## src/rtl/alu8_flags.sv

```systemverilog
module alu8_flags (
  input  logic        clk,
  input  logic        rst_n,
  input  logic        start,
  input  logic [4:0]  op,
  input  logic [7:0]  opa,
  input  logic [7:0]  opb,
  input  logic        cin,
  input  logic [15:0] pair_val,
  input  logic [1:0]  pair_sel,
  input  logic [5:0]  imm6,
  output logic [15:0] result,
  output logic [5:0]  flags,
  output logic [4:0]  pair_reg,
  output logic        busy,
  output logic        done
);
  localparam logic [4:0] OP_ADD = 5'd0,  OP_ADC = 5'd1,  OP_SUB = 5'd2,  OP_SBC = 5'd3;
  localparam logic [4:0] OP_CP  = 5'd4,  OP_CPC = 5'd5,  OP_AND = 5'd6,  OP_OR  = 5'd7;
  localparam logic [4:0] OP_XOR = 5'd8,  OP_COM = 5'd9,  OP_NEG = 5'd10, OP_INC = 5'd11;
  localparam logic [4:0] OP_DEC = 5'd12, OP_LSR = 5'd13, OP_ROR = 5'd14, OP_ASR = 5'd15;
  localparam logic [4:0] OP_SWP = 5'd16, OP_WAD = 5'd17, OP_WSB = 5'd18;
  localparam int FC = 0, FZ = 1, FN = 2, FV = 3, FS = 4, FH = 5;

  // shared byte adder
  logic [7:0] ax, ay, yy, ar;
  logic       inv, acin, ac, ah, av, as, az, zc;
  logic [8:0] sum9, sx9;
  logic [4:0] nib5;

  always_comb begin
    ax = opa; ay = opb; inv = 1'b0; acin = 1'b0;
    case (op)
      OP_ADC:                acin = cin;
      OP_SUB, OP_CP:         begin inv = 1'b1; acin = 1'b1; end
      OP_SBC, OP_CPC:        begin inv = 1'b1; acin = ~cin; end
      OP_NEG:                begin ax = 8'h00; ay = opa; inv = 1'b1; acin = 1'b1; end
      OP_INC:                begin ay = 8'h00; acin = 1'b1; end
      OP_DEC:                ay = 8'hFF;
      default: ;
    endcase
  end

  assign yy   = inv ? ~ay : ay;
  assign sum9 = {1'b0, ax} + {1'b0, yy} + {8'd0, acin};
  assign nib5 = {1'b0, ax[3:0]} + {1'b0, yy[3:0]} + {4'd0, acin};
  assign sx9  = {ax[7], ax} + {yy[7], yy} + {8'd0, acin};
  assign ar   = sum9[7:0];
  assign ac   = inv ? ~sum9[8] : sum9[8];
  assign ah   = inv ? ~nib5[4] : nib5[4];
  assign av   = (ax[7] == yy[7]) && (ar[7] != ax[7]);
  assign as   = sx9[8];
  assign az   = (ar == 8'h00);
  assign zc   = (op == OP_SBC || op == OP_CPC) ? (az & flags[FZ]) : az;

  // logic and shift units
  logic [7:0] lres, sres;
  logic       sfill;

  always_comb begin
    case (op)
      OP_AND:  lres = opa & opb;
      OP_OR:   lres = opa | opb;
      OP_XOR:  lres = opa ^ opb;
      default: lres = ~opa;
    endcase
    case (op)
      OP_ROR:  sfill = cin;
      OP_ASR:  sfill = opa[7];
      default: sfill = 1'b0;
    endcase
  end

  assign sres = {sfill, opa[7:1]};

  // byte outcome
  logic [7:0] bres;
  logic [5:0] bfl;
  logic       bwr;

  always_comb begin
    bres = result[7:0];
    bfl  = flags;
    bwr  = 1'b0;
    case (op)
      OP_ADD, OP_ADC, OP_SUB, OP_SBC, OP_NEG: begin
        bres = ar; bwr = 1'b1;
        bfl  = {ah, as, av, ar[7], zc, ac};
      end
      OP_CP, OP_CPC:
        bfl = {ah, as, av, ar[7], zc, ac};
      OP_AND, OP_OR, OP_XOR, OP_COM: begin
        bres = lres; bwr = 1'b1;
        bfl  = {flags[FH], lres[7], 1'b0, lres[7], lres == 8'h00,
                (op == OP_COM) ? 1'b1 : flags[FC]};
      end
      OP_INC, OP_DEC: begin
        bres = ar; bwr = 1'b1;
        bfl  = {flags[FH], as, av, ar[7], az, flags[FC]};
      end
      OP_LSR, OP_ROR, OP_ASR: begin
        bres = sres; bwr = 1'b1;
        bfl  = {flags[FH], opa[0], sres[7] ^ opa[0], sres[7], sres == 8'h00, opa[0]};
      end
      OP_SWP: begin
        bres = {opa[3:0], opa[7:4]}; bwr = 1'b1;
      end
      default: ;
    endcase
  end

  // word path: low byte at accept, high byte one cycle later
  logic       wsub_n;
  logic [8:0] lo9;
  logic [7:0] w_lo, w_hi, wyy;
  logic       w_c, w_sub;
  logic [8:0] hi9, hs9;
  logic [15:0] wres;
  logic       wc, wv;

  assign wsub_n = (op == OP_WSB);
  assign lo9 = {1'b0, pair_val[7:0]}
             + {1'b0, wsub_n ? ~{2'b00, imm6} : {2'b00, imm6}}
             + {8'd0, wsub_n};

  assign wyy  = {8{w_sub}};
  assign hi9  = {1'b0, w_hi} + {1'b0, wyy} + {8'd0, w_c};
  assign hs9  = {w_hi[7], w_hi} + {w_sub, wyy} + {8'd0, w_c};
  assign wres = {hi9[7:0], w_lo};
  assign wc   = w_sub ? ~hi9[8] : hi9[8];
  assign wv   = (w_hi[7] == w_sub) && (hi9[7] != w_hi[7]);

  always_ff @(posedge clk or negedge rst_n) begin
    if (!rst_n) begin
      result   <= '0;
      flags    <= '0;
      pair_reg <= '0;
      busy     <= 1'b0;
      done     <= 1'b0;
      w_lo     <= '0;
      w_hi     <= '0;
      w_c      <= 1'b0;
      w_sub    <= 1'b0;
    end else begin
      done <= 1'b0;
      if (busy) begin
        busy   <= 1'b0;
        done   <= 1'b1;
        result <= wres;
        flags  <= {flags[FH], hs9[8], wv, wres[15], wres == 16'h0000, wc};
      end else if (start) begin
        if (op == OP_WAD || op == OP_WSB) begin
          busy     <= 1'b1;
          w_lo     <= lo9[7:0];
          w_c      <= lo9[8];
          w_hi     <= pair_val[15:8];
          w_sub    <= wsub_n;
          pair_reg <= 5'd24 + {2'b00, pair_sel, 1'b0};
        end else begin
          done  <= 1'b1;
          flags <= bfl;
          if (bwr) result <= {8'h00, bres};
        end
      end
    end
  end
endmodule

```

## config.mk

```make
export PLATFORM = sky130hd
export DESIGN_NAME = alu8_flags
export DESIGN_NICKNAME = d
export VERILOG_FILES = /design/src/rtl/alu8_flags.sv
export SDC_FILE = /design/constraint.sdc
export NUM_CORES = 1
export LEC_CHECK = 0
export ABC_AREA = 1
export BUFFER_PORTS_ARGS = -buffer_cell sky130_fd_sc_hd__buf_4
export CAP_MARGIN = 10
export CORE_UTILIZATION = 36
export CTS_CLUSTER_DIAMETER = 30
export CTS_CLUSTER_SIZE = 14
export DETAILED_ROUTE_END_ITERATION = 7
export SLEW_MARGIN = 15
export SYNTH_ARGS = -nofsm -noshare
export SYNTH_HDL_FRONTEND = slang
export SYNTH_SLANG_ARGS = --single-unit
export TNS_END_PERCENT = 1
```

## constraint.sdc

```tcl
create_clock -name clk -period 2.8 [get_ports clk]
set_input_delay 0.56 -clock clk [delete_from_list [all_inputs] [get_ports clk]]
set_output_delay 0.56 -clock clk [all_outputs]
set_load 0.1 [all_outputs]
```

==> results of run 1 <==
power by group through the flow:
stage | clock network (mW) | logic [mW] | registers, mW
after floorplan | 0 | 0.825 | 1.68
after global placement | 0 | 2.17 | 0.958
after detailed placement | 0 | 2.19 | 0.963
after CTS | 0.686 | 2.22 | 0.953
after global routing | 0.718 | 2.43 | 0.972
final | 0.680 | 2.25 | 0.949
per-layer routing:
metal | GRT usage | vias to the layer above | wire, um
met3 | 0.0335 | 33 | 576
met4 | 0.0862 | 0 | 422
met1 | 0.280 | 2181 | 5960
met2 | 0.422 | 113 | 6950
li1 | - | 2327 | -
met5 | 0 | - | 0
synthesized netlist by cell type, types with 3 or more instances:
cell / instances
dfrtp_1: 45
o21ai_1: 11
a22oi_1: 3
nand4_1: 11
xnor2_1: 9
inv_1: 75
o22ai_1: 5
clkbuf_1: 10
nor3_1: 5
nor2_4: 6
nor4_1: 3
nand3_1: 40
inv_2: 6
o221ai_1: 8
nand3b_1: 9
nand2_1: 141
a21oi_1: 29
o211ai_1: 10
ha_1: 37
xor2_1: 20
fa_1: 5
or2_2: 4
o21ai_0: 28
nor2_1: 67
through the flow:
stage	setup TNS, ns	instance area (sq um)	setup slack (ns)	utilization
floorplan	-1.84	4420	-0.353	-
global placement	-5.53	5610	-0.524	0.483
detailed placement	-6.61	5610	-0.640	0.483
CTS	-1.15	5950	-0.191	0.512
global route	-3.99	6080	-0.425	0.524
finish	-2.07	6080	-0.253	0.524
what timing repair did:
action | 4_1_cts | 5_1_grt
endpoints found under the setup margin | 13 | 13
setup buffers | 8 | 6
hold endpoints to repair | 0 | 0
resized for setup | 25 | 23
pin swaps | 23 | 19
hold buffers | 0 | 0
worst max path at each step:
stage | startpoint | endpoint | slack [ns]
floorplan | op[1] | flags[1] | -0.35
global placement | op[1] | flags[0] | -0.52
detailed placement | op[2] | flags[1] | -0.64
CTS | op[1] | flags[1] | -0.19
global route | op[4] | flags[1] | -0.43
finish | op[0] | flags[1] | -0.25
final cells by class:
cell class,count,area [sq um]
multi-input combinational,476,3050
tap,143,179
clock inverter,2,38.8
sequential,45,1130
fill,1126,5530
inverter,81,328
timing repair buffer,157,1230
clock buffer,6,129
logic make-up after synthesis:
| family | after synthesis |
|---|---|
| buffers and inverters | 95 |
| DFF | 45 |
| adders and majority gates | 42 |
| xor gates and xnor gates | 29 |
| AOI/OAI and AO/OA | 104 |
| other | 1 |
| and+or+nand+nor | 300 |
==> metrics.yaml, run 1 <==
detailed_routing:
  ant_nets: 0
  vias: 4654
  routed_wl_mm: 13.9
  via_per_inst: 5.11
  drtIter0Drc: 221
  remaining_drc_errors: 2
  first_pass_iters: 6
  wl_per_cell_um: 15.3
clock_network:
  cts_tree: "yes"
  cts_root_buf: "clkbuf_16"
  cts-buffers-inserted: 5
  clk_pin_slew_ns: 0.07
  cts.htree.levels: 2
  cts.sinks: 45
  insertion_delay_ns: 0.29
  clockBufferDepth: 2
synthesis:
  yosysUniqueCellTypes: 47
  synth_nets: 707
  synth_top_family_by_area: "simple AND/OR/NAND/NOR gates"
  synthCells: 616
  synth_edf_count: 0
  synthXorXnorAreaFrac: 0.0583
  async_reset_ff_frac: 1.00
  ys_seq_area_frac: 0.258
  yosys.area_share.simple: 0.323
  synth_compound_area_frac: 0.145
  synth_fa_ha_area_frac: 0.129
  ys.flop_type: "dfrtp_1"
  yosysTopAreaCell: "dfrtp_1"
  muxShareOfSynthArea: 0
  synth.top_cell.area_share: 0.258
  postSynthAreaPerCell_sq_um: 7.07
  synth_area_leaders: "dfrtp_1, nand2_1, ha_1, inv_1, nor2_1"
  yosysWarnings: 0
  yosys_register_bits: 45
  syn_area_sq_mm: 0.00436
run:
  drv_cap: 0
finish:
  drive_above_1_share: 0.308
  largest_reg_flops: 16
  insertedDiodeCount: 0
  fin_nets: 857
  fin_cells: 910
  syn_to_final_growth_pct: 39.6
  largest-register: "result"
  largest_registers: "result (16), w_hi (8), w_lo (8)"
  final_cell_mix: "buf_4, nand2_1, inv_1"
  final_common_cell: "buf_4"
floorplan:
  dieArea_sq_mm: 0.0125
  dieWidth_um: 112
  rows: 39
  ios: 78
  fp.dieH_um: 112
  initial_utilization: 0.375
  design.core.area_sq_mm: 0.0116
placement:
  dpl.cell_count: 889
  io_buffers: 76
  dp_hpwl_mm: 11.2
  gp_congestion: 0.929
critical_path:
  required_ns: 3.02
  r2r_end: "flags[1]"
  path_delay_family: "simple AND/OR/NAND/NOR gates"
  cp_max_fo: 4
  crit_path_end_kind: "flip-flop"
  critPathMaxStageDelay_ns: 0.39
  r2r_cells: 13
  arrival_ns: 3.27
  crit_chain: "buf_8, nor2_4, nand2_2, nor2_4, a21oi_2, o21ai_2, nor2_4, buf_6, xor2_2, fa_2, fa_2, inv_2, nand3_2, nand2_2, xnor2_2, nand3_1, nor2_1, nand3_1, nand3_1, nand2_1, a21oi_1"
  rrSetupSlack_ns: 0.32
  crit_buf_inv: 3
  reg2reg_from: "w_sub"
  crit_path_top_delay_cell: "fa_2"
  timing_worst_setup_path_type: "input port to flip-flop"
  cp.depth: 21
  cp-start-kind: "input port"
worst_hold_path:
  hold_class: "input port to async pin"
sta:
  worst_slew_pin_slew_ns: 0.617
  rsz0062_at_grt: "yes"
  hold_violations: 0
  min_period_over_period: 1.09
  worst_hold_slack_ns: 0.253
  setup_ws_ns: -0.253
  fin_crit_ns: 3.05
  skew_ns: 0.0104
  max_freq_ghz: 0.328
  finalSetupViolCount: 13
  maxSlewViolCount: 0
  relSlewSlack: 0.588
power_and_ir_drop:
  power.total_mw: 3.88
  combPwrFrac: 0.580
  switchingPower_mw: 1.95
  seq_power_share: 0.244
  swShare: 0.501
  internal-power_mw: 1.94
  vdd_drop_max_mv: 0.370
  powerDensity_mw_per_mm2: 638
  p_leak_nw: 3.23
  power_frac_clock: 0.175
global_routing:
  grt_pass1_wl_mm: 23.3
  grt_overflow: 0
  grt_pass1_vias: 4764
  grt_max_degree: 46
  antenna_found_initial: 0
  grt_use_total: 0.233
run_status:
  outcome: "finished, violations left"
  violations: "DRC, setup timing"
Power figures use the tool's default switching activity.
==> run 2: changes to the inputs <==
--- a/config.mk
+++ b/config.mk
@@ -12,6 +12,7 @@
 export CTS_CLUSTER_DIAMETER = 30
 export CTS_CLUSTER_SIZE = 14
 export DETAILED_ROUTE_END_ITERATION = 7
+export SKIP_CTS_REPAIR_TIMING = 1
 export SLEW_MARGIN = 15
 export SYNTH_ARGS = -nofsm -noshare
 export SYNTH_HDL_FRONTEND = slang
==> constraint.sdc (replaced) <==
create_clock -name clk -period 3.5 [get_ports clk]
set_input_delay 0.7 -clock clk [delete_from_list [all_inputs] [get_ports clk]]
set_output_delay 0.7 -clock clk [all_outputs]
set_load 0.1 [all_outputs]
==> metrics.yaml, run 2 (synthesis results as in run 1) <==
run_status:
  outcome: "finished, violations left"
  violations: "DRC"
critical_path:
  rrSetupSlack_ns: 0.93
  startpoint: "op[1]"
  crit_path_end_kind: "flip-flop"
  arrival_ns: 3.50
  cp_max_fo: 7
  timing_worst_setup_path_type: "input port to flip-flop"
  cp-start-kind: "input port"
  required_ns: 3.73
  reg2reg_from: "w_sub"
sta:
  finalSetupViolCount: 0
  skew_ns: 0.00712
  fin_crit_ns: 3.27
  fin_tns_setup_ns: 0
  worst_slew_pin_slew_ns: 0.932
  setup_ws_ns: 0.229
  max_freq_ghz: 0.306
  min_period_over_period: 0.935
  maxSlewViolCount: 0
  hold_violations: 0
  relSlewSlack: 0.378
floorplan:
  ios: 78
  rows: 39
  design.core.area_sq_mm: 0.0116
  fp.dieH_um: 112
  dieWidth_um: 112
  dieArea_sq_mm: 0.0125
  initial_utilization: 0.375
finish:
  largest_reg_flops: 16
  drive_above_1_share: 0.239
  largest-register: "result"
  fin_cells: 874
  syn_to_final_growth_pct: 28.3
  final_cell_mix: "nand2_1, buf_4, inv_1"
  insertedDiodeCount: 0
  fin_util: 0.481
  final_common_cell: "nand2_1"
  fin_nets: 821
  largest_registers: "result (16), w_hi (8), w_lo (8)"
placement:
  dp_hpwl_mm: 10.5
  dpl.cell_count: 865
  place_worst_setup_slack_ns: -0.196
  gp_congestion: 0.950
  io_buffers: 76
clock_network:
  clockBufferDepth: 2
  cts_tree: "yes"
  clk_pin_slew_ns: 0.07
  cts-buffers-inserted: 5
  insertion_delay_ns: 0.29
  cts.sinks: 45
  cts.htree.levels: 2
  cts_root_buf: "clkbuf_16"
power_and_ir_drop:
  power.total_mw: 2.96
  vdd_drop_max_mv: 0.294
  p_leak_nw: 3.00
  powerDensity_mw_per_mm2: 530
global_routing:
  grt_overflow: 0
  grt_max_degree: 46
  grt_pass1_wl_mm: 21.7
  antenna_found_initial: 0
  grt_use_total: 0.217
  grt_pass1_vias: 4498
detailed_routing:
  drtIter0Drc: 254
  ant_nets: 0
  routed_wl_mm: 13.0
  first_pass_iters: 6
  via_per_inst: 5.07
  vias: 4430
  wl_per_cell_um: 14.9
  remaining_drc_errors: 3
run:
  drv_cap: 0
worst_hold_path:
  hold_class: "input port to async pin"
## run 2: worst paths after layout
path | depth (start not counted) | endpoint
min in group clk | 2 | pair_reg[1]
worst max-delay path | 22 | flags[2]
max in group asynchronous | 1 | result[4]
worst min-delay path | 1 | result[15]
worst max register to register | 13 | flags[1]
worst min register to register | 2 | pair_reg[1]
## run 2: per-layer routing
layer	up-vias	GRT usage	share of wire
li1	2264	-	-
met3	23	0.0292	0.040
met5	-	0	0
met2	101	0.378	0.49
met4	0	0.0773	0.025
met1	2042	0.275	0.45
## run 2: report_power, final
part / switching [mW] / total (mW) / internal [mW]
combinational: 1.21 / 1.72 / 0.510
clock: 0.212 / 0.478 / 0.266
sequential: 0.107 / 0.763 / 0.656
## run 2: critical path: stages
cell	delay, ns
buf_4	0.12
inv_1	0.07
nor2_2	0.05
nand2_2	0.09
nor2_4	0.05
a21oi_2	0.11
o21ai_0	0.11
buf_4	0.15
nor2_2	0.11
buf_4	0.14
inv_2	0.08
xor2_1	0.17
ha_1	0.36
a21oi_2	0.17
nand2_2	0.09
nand2_1	0.09
nand3_2	0.11
xnor2_1	0.14
buf_4	0.15
o211ai_1	0.17
nand2_1	0.10
a21oi_2	0.16
## run 2: stage by stage
step	cell area [sq um]	hold WS (ns)
after floorplan	4370	0.404
after CTS	5530	0.419
final	5590	0.399
after global routing	5590	0.447
after detailed placement	5390	0.469
after global placement	5390	0.459
## run 2: area by class of cell
cell class / count / area [sq um]
clock buffer: 5 / 125
clock inverter: 3 / 21.3
fill: 1205 / 6020
inverter: 81 / 304
multi-input combinational: 476 / 2930
sequential: 45 / 1130
tap: 143 / 179
timing repair buffer: 121 / 908
==> run 3: changes to the inputs <==
--- a/config.mk
+++ b/config.mk
@@ -8,10 +8,11 @@
 export ABC_AREA = 1
 export BUFFER_PORTS_ARGS = -buffer_cell sky130_fd_sc_hd__buf_4
 export CAP_MARGIN = 10
-export CORE_UTILIZATION = 36
+export CORE_UTILIZATION = 57
 export CTS_CLUSTER_DIAMETER = 30
 export CTS_CLUSTER_SIZE = 14
 export DETAILED_ROUTE_END_ITERATION = 7
+export PLACE_DENSITY = 0.81
 export SKIP_CTS_REPAIR_TIMING = 1
 export SLEW_MARGIN = 15
 export SYNTH_ARGS = -nofsm -noshare
==> metrics.yaml, run 3 (synthesis results as in run 1) <==
floorplan:
  dieWidth_um: 89.4
  initial_utilization: 0.594
  rows: 31
  ios: 78
  design.core.area_sq_mm: 0.00733
  dieArea_sq_mm: 0.00800
  fp.dieH_um: 89.4
finish:
  insertedDiodeCount: 0
  fin_nets: 816
  drive_above_1_share: 0.231
  regArea_sq_mm: 0.00113
  multi_input_area_sq_mm: 0.00292
  syn_to_final_growth_pct: 25.2
  fin_cells: 825
  largest-register: "result"
  largest_registers: "result (16), w_hi (8), w_lo (8)"
  final_common_cell: "nand2_1"
  n_fill_cell: 612
  fin_util: 0.744
  largest_reg_flops: 16
  final_cell_mix: "nand2_1, buf_4, inv_1"
global_routing:
  grt_overflow: 0
  use_met2: 0.536
  grt_pass1_wl_mm: 19.8
  antenna_found_initial: 0
  grt_max_degree: 46
  grt_use_total: 0.323
  globalRouteMet3Util: 0.0693
  grt_pass1_vias: 4221
  grtUsageMet1: 0.437
  grt.busiest_layer: "met2"
critical_path:
  crit_buf_inv: 3
  critPathMaxStageDelay_ns: 0.41
  path_delay_family: "simple AND/OR/NAND/NOR gates"
  cpMostUsedCell: "nand3_1"
  required_ns: 3.74
  timing_worst_setup_path_type: "input port to flip-flop"
  crit_chain: "buf_4, inv_1, nand2_4, nor2_1, nor2_4, nand2_4, o221ai_1, xor2_1, fa_2, fa_2, inv_1, nand3_1, nand2_1, xnor2_1, nand3_1, nor2_1, nand3_1, nand3_1, nand2_1, a21oi_2"
  reg2reg_from: "w_sub"
  crit_path_end_kind: "flip-flop"
  cp_max_fo: 3
  arrival_ns: 3.50
  crit_path_top_delay_cell: "fa_2"
  startpoint: "op[2]"
  cp-start-kind: "input port"
detailed_routing:
  wl_per_cell_um: 15.3
  ant_nets: 0
  drtIter0Drc: 446
  routed_wl_mm: 12.6
  via_per_inst: 5.61
  first_pass_iters: 5
  vias: 4630
  remaining_drc_errors: 0
clock_network:
  insertion_delay_ns: 0.31
  cts-buffers-inserted: 5
  cts.htree.levels: 2
  cts_root_buf: "clkbuf_8"
  clk_pin_slew_ns: 0.09
  clockBufferDepth: 2
  cts.sinks: 45
  cts_tree: "yes"
placement:
  dp_hpwl_mm: 10.0
  dpl.cell_count: 817
  io_buffers: 76
  place_worst_setup_slack_ns: -0.154
  gp_congestion: 0.964
sta:
  worst_slew_pin_slew_ns: 0.894
  relSlewSlack: 0.403
  hold_violations: 0
  skew_ns: 0.0129
  fin_crit_ns: 3.26
  maxSlewViolCount: 0
  finalSetupViolCount: 0
  setup_ws_ns: 0.238
  max_freq_ghz: 0.307
  min_period_over_period: 0.932
run_status:
  outcome: "complete, no violations"
worst_hold_path:
  hold_class: "input port to async pin"
power_and_ir_drop:
  vdd_drop_max_mv: 0.408
  powerDensity_mw_per_mm2: 520
  p_leak_nw: 2.94
run:
  drv_cap: 0
[run 3: changes by cell type in the layout (fill, tap and decap cells not counted), moves of 2 or more]
cell / before / now
buf_4: 121 / 115
clkbuf_8: 0 / 5
clkbuf_16: 5 / 0
clkinvlp_4: 1 / 3
nor2_2: 5 / 3
[run 3: final timing paths]
path,endpoint,slack (ns),depth (start not counted)
setup / recovery,flags[1],0.24,20
hold / removal,result[14],0.38,1
setup reg to reg,flags[1],0.84,13
hold reg to reg,pair_reg[1],0.48,2
max in group asynchronous,result[4],2.73,1
min in group clk,pair_reg[1],0.48,2
[run 3: through the flow]
step	power, mW	hold slack, ns	instance area, sq um	setup TNS, ns
2_1_floorplan	1.99	0.404	4370	0
3_3_place_gp	2.43	0.456	5310	-0.121
3_5_place_dp	2.47	0.460	5310	-0.690
4_1_cts	2.80	0.396	5410	0
5_1_grt	3.00	0.421	5450	-0.00251
6_report	2.83	0.379	5450	0
[run 3: metal layers]
layer / up-vias / share of wire
li1: 2255 / -
met1: 2135 / 0.43
met2: 222 / 0.47
met3: 18 / 0.089
met4: 0 / 0.012
met5: - / 0
[run 3: final cells by class]
| cell class | count | share of cell area |
|---|---|---|
| clock buffer | 5 | 0.0126 |
| clock inverter | 3 | 0.00413 |
| inverter | 81 | 0.0562 |
| timing repair buffer | 116 | 0.162 |
| sequential | 45 | 0.206 |
| multi-input combinational | 476 | 0.536 |
| tap | 99 | 0.0227 |
[run 3: power by group]
part | switching (mW) | internal [mW]
sequential | 0.108 | 0.654
clock | 0.198 | 0.140
combinational | 1.22 | 0.514
[run 3: worst register-to-register path, cell delays in order (launching register included)]
cell     delay, ns
dfrtp_1       0.63
fa_1          0.31
inv_1         0.07
fa_1          0.43
inv_1         0.08
nand3_1       0.06
nand2_1       0.11
xor2_1        0.24
nand4_1       0.16
nor2_1        0.13
nand3_1       0.09
nor2_1        0.11
nor2_1        0.06
a21oi_2       0.13
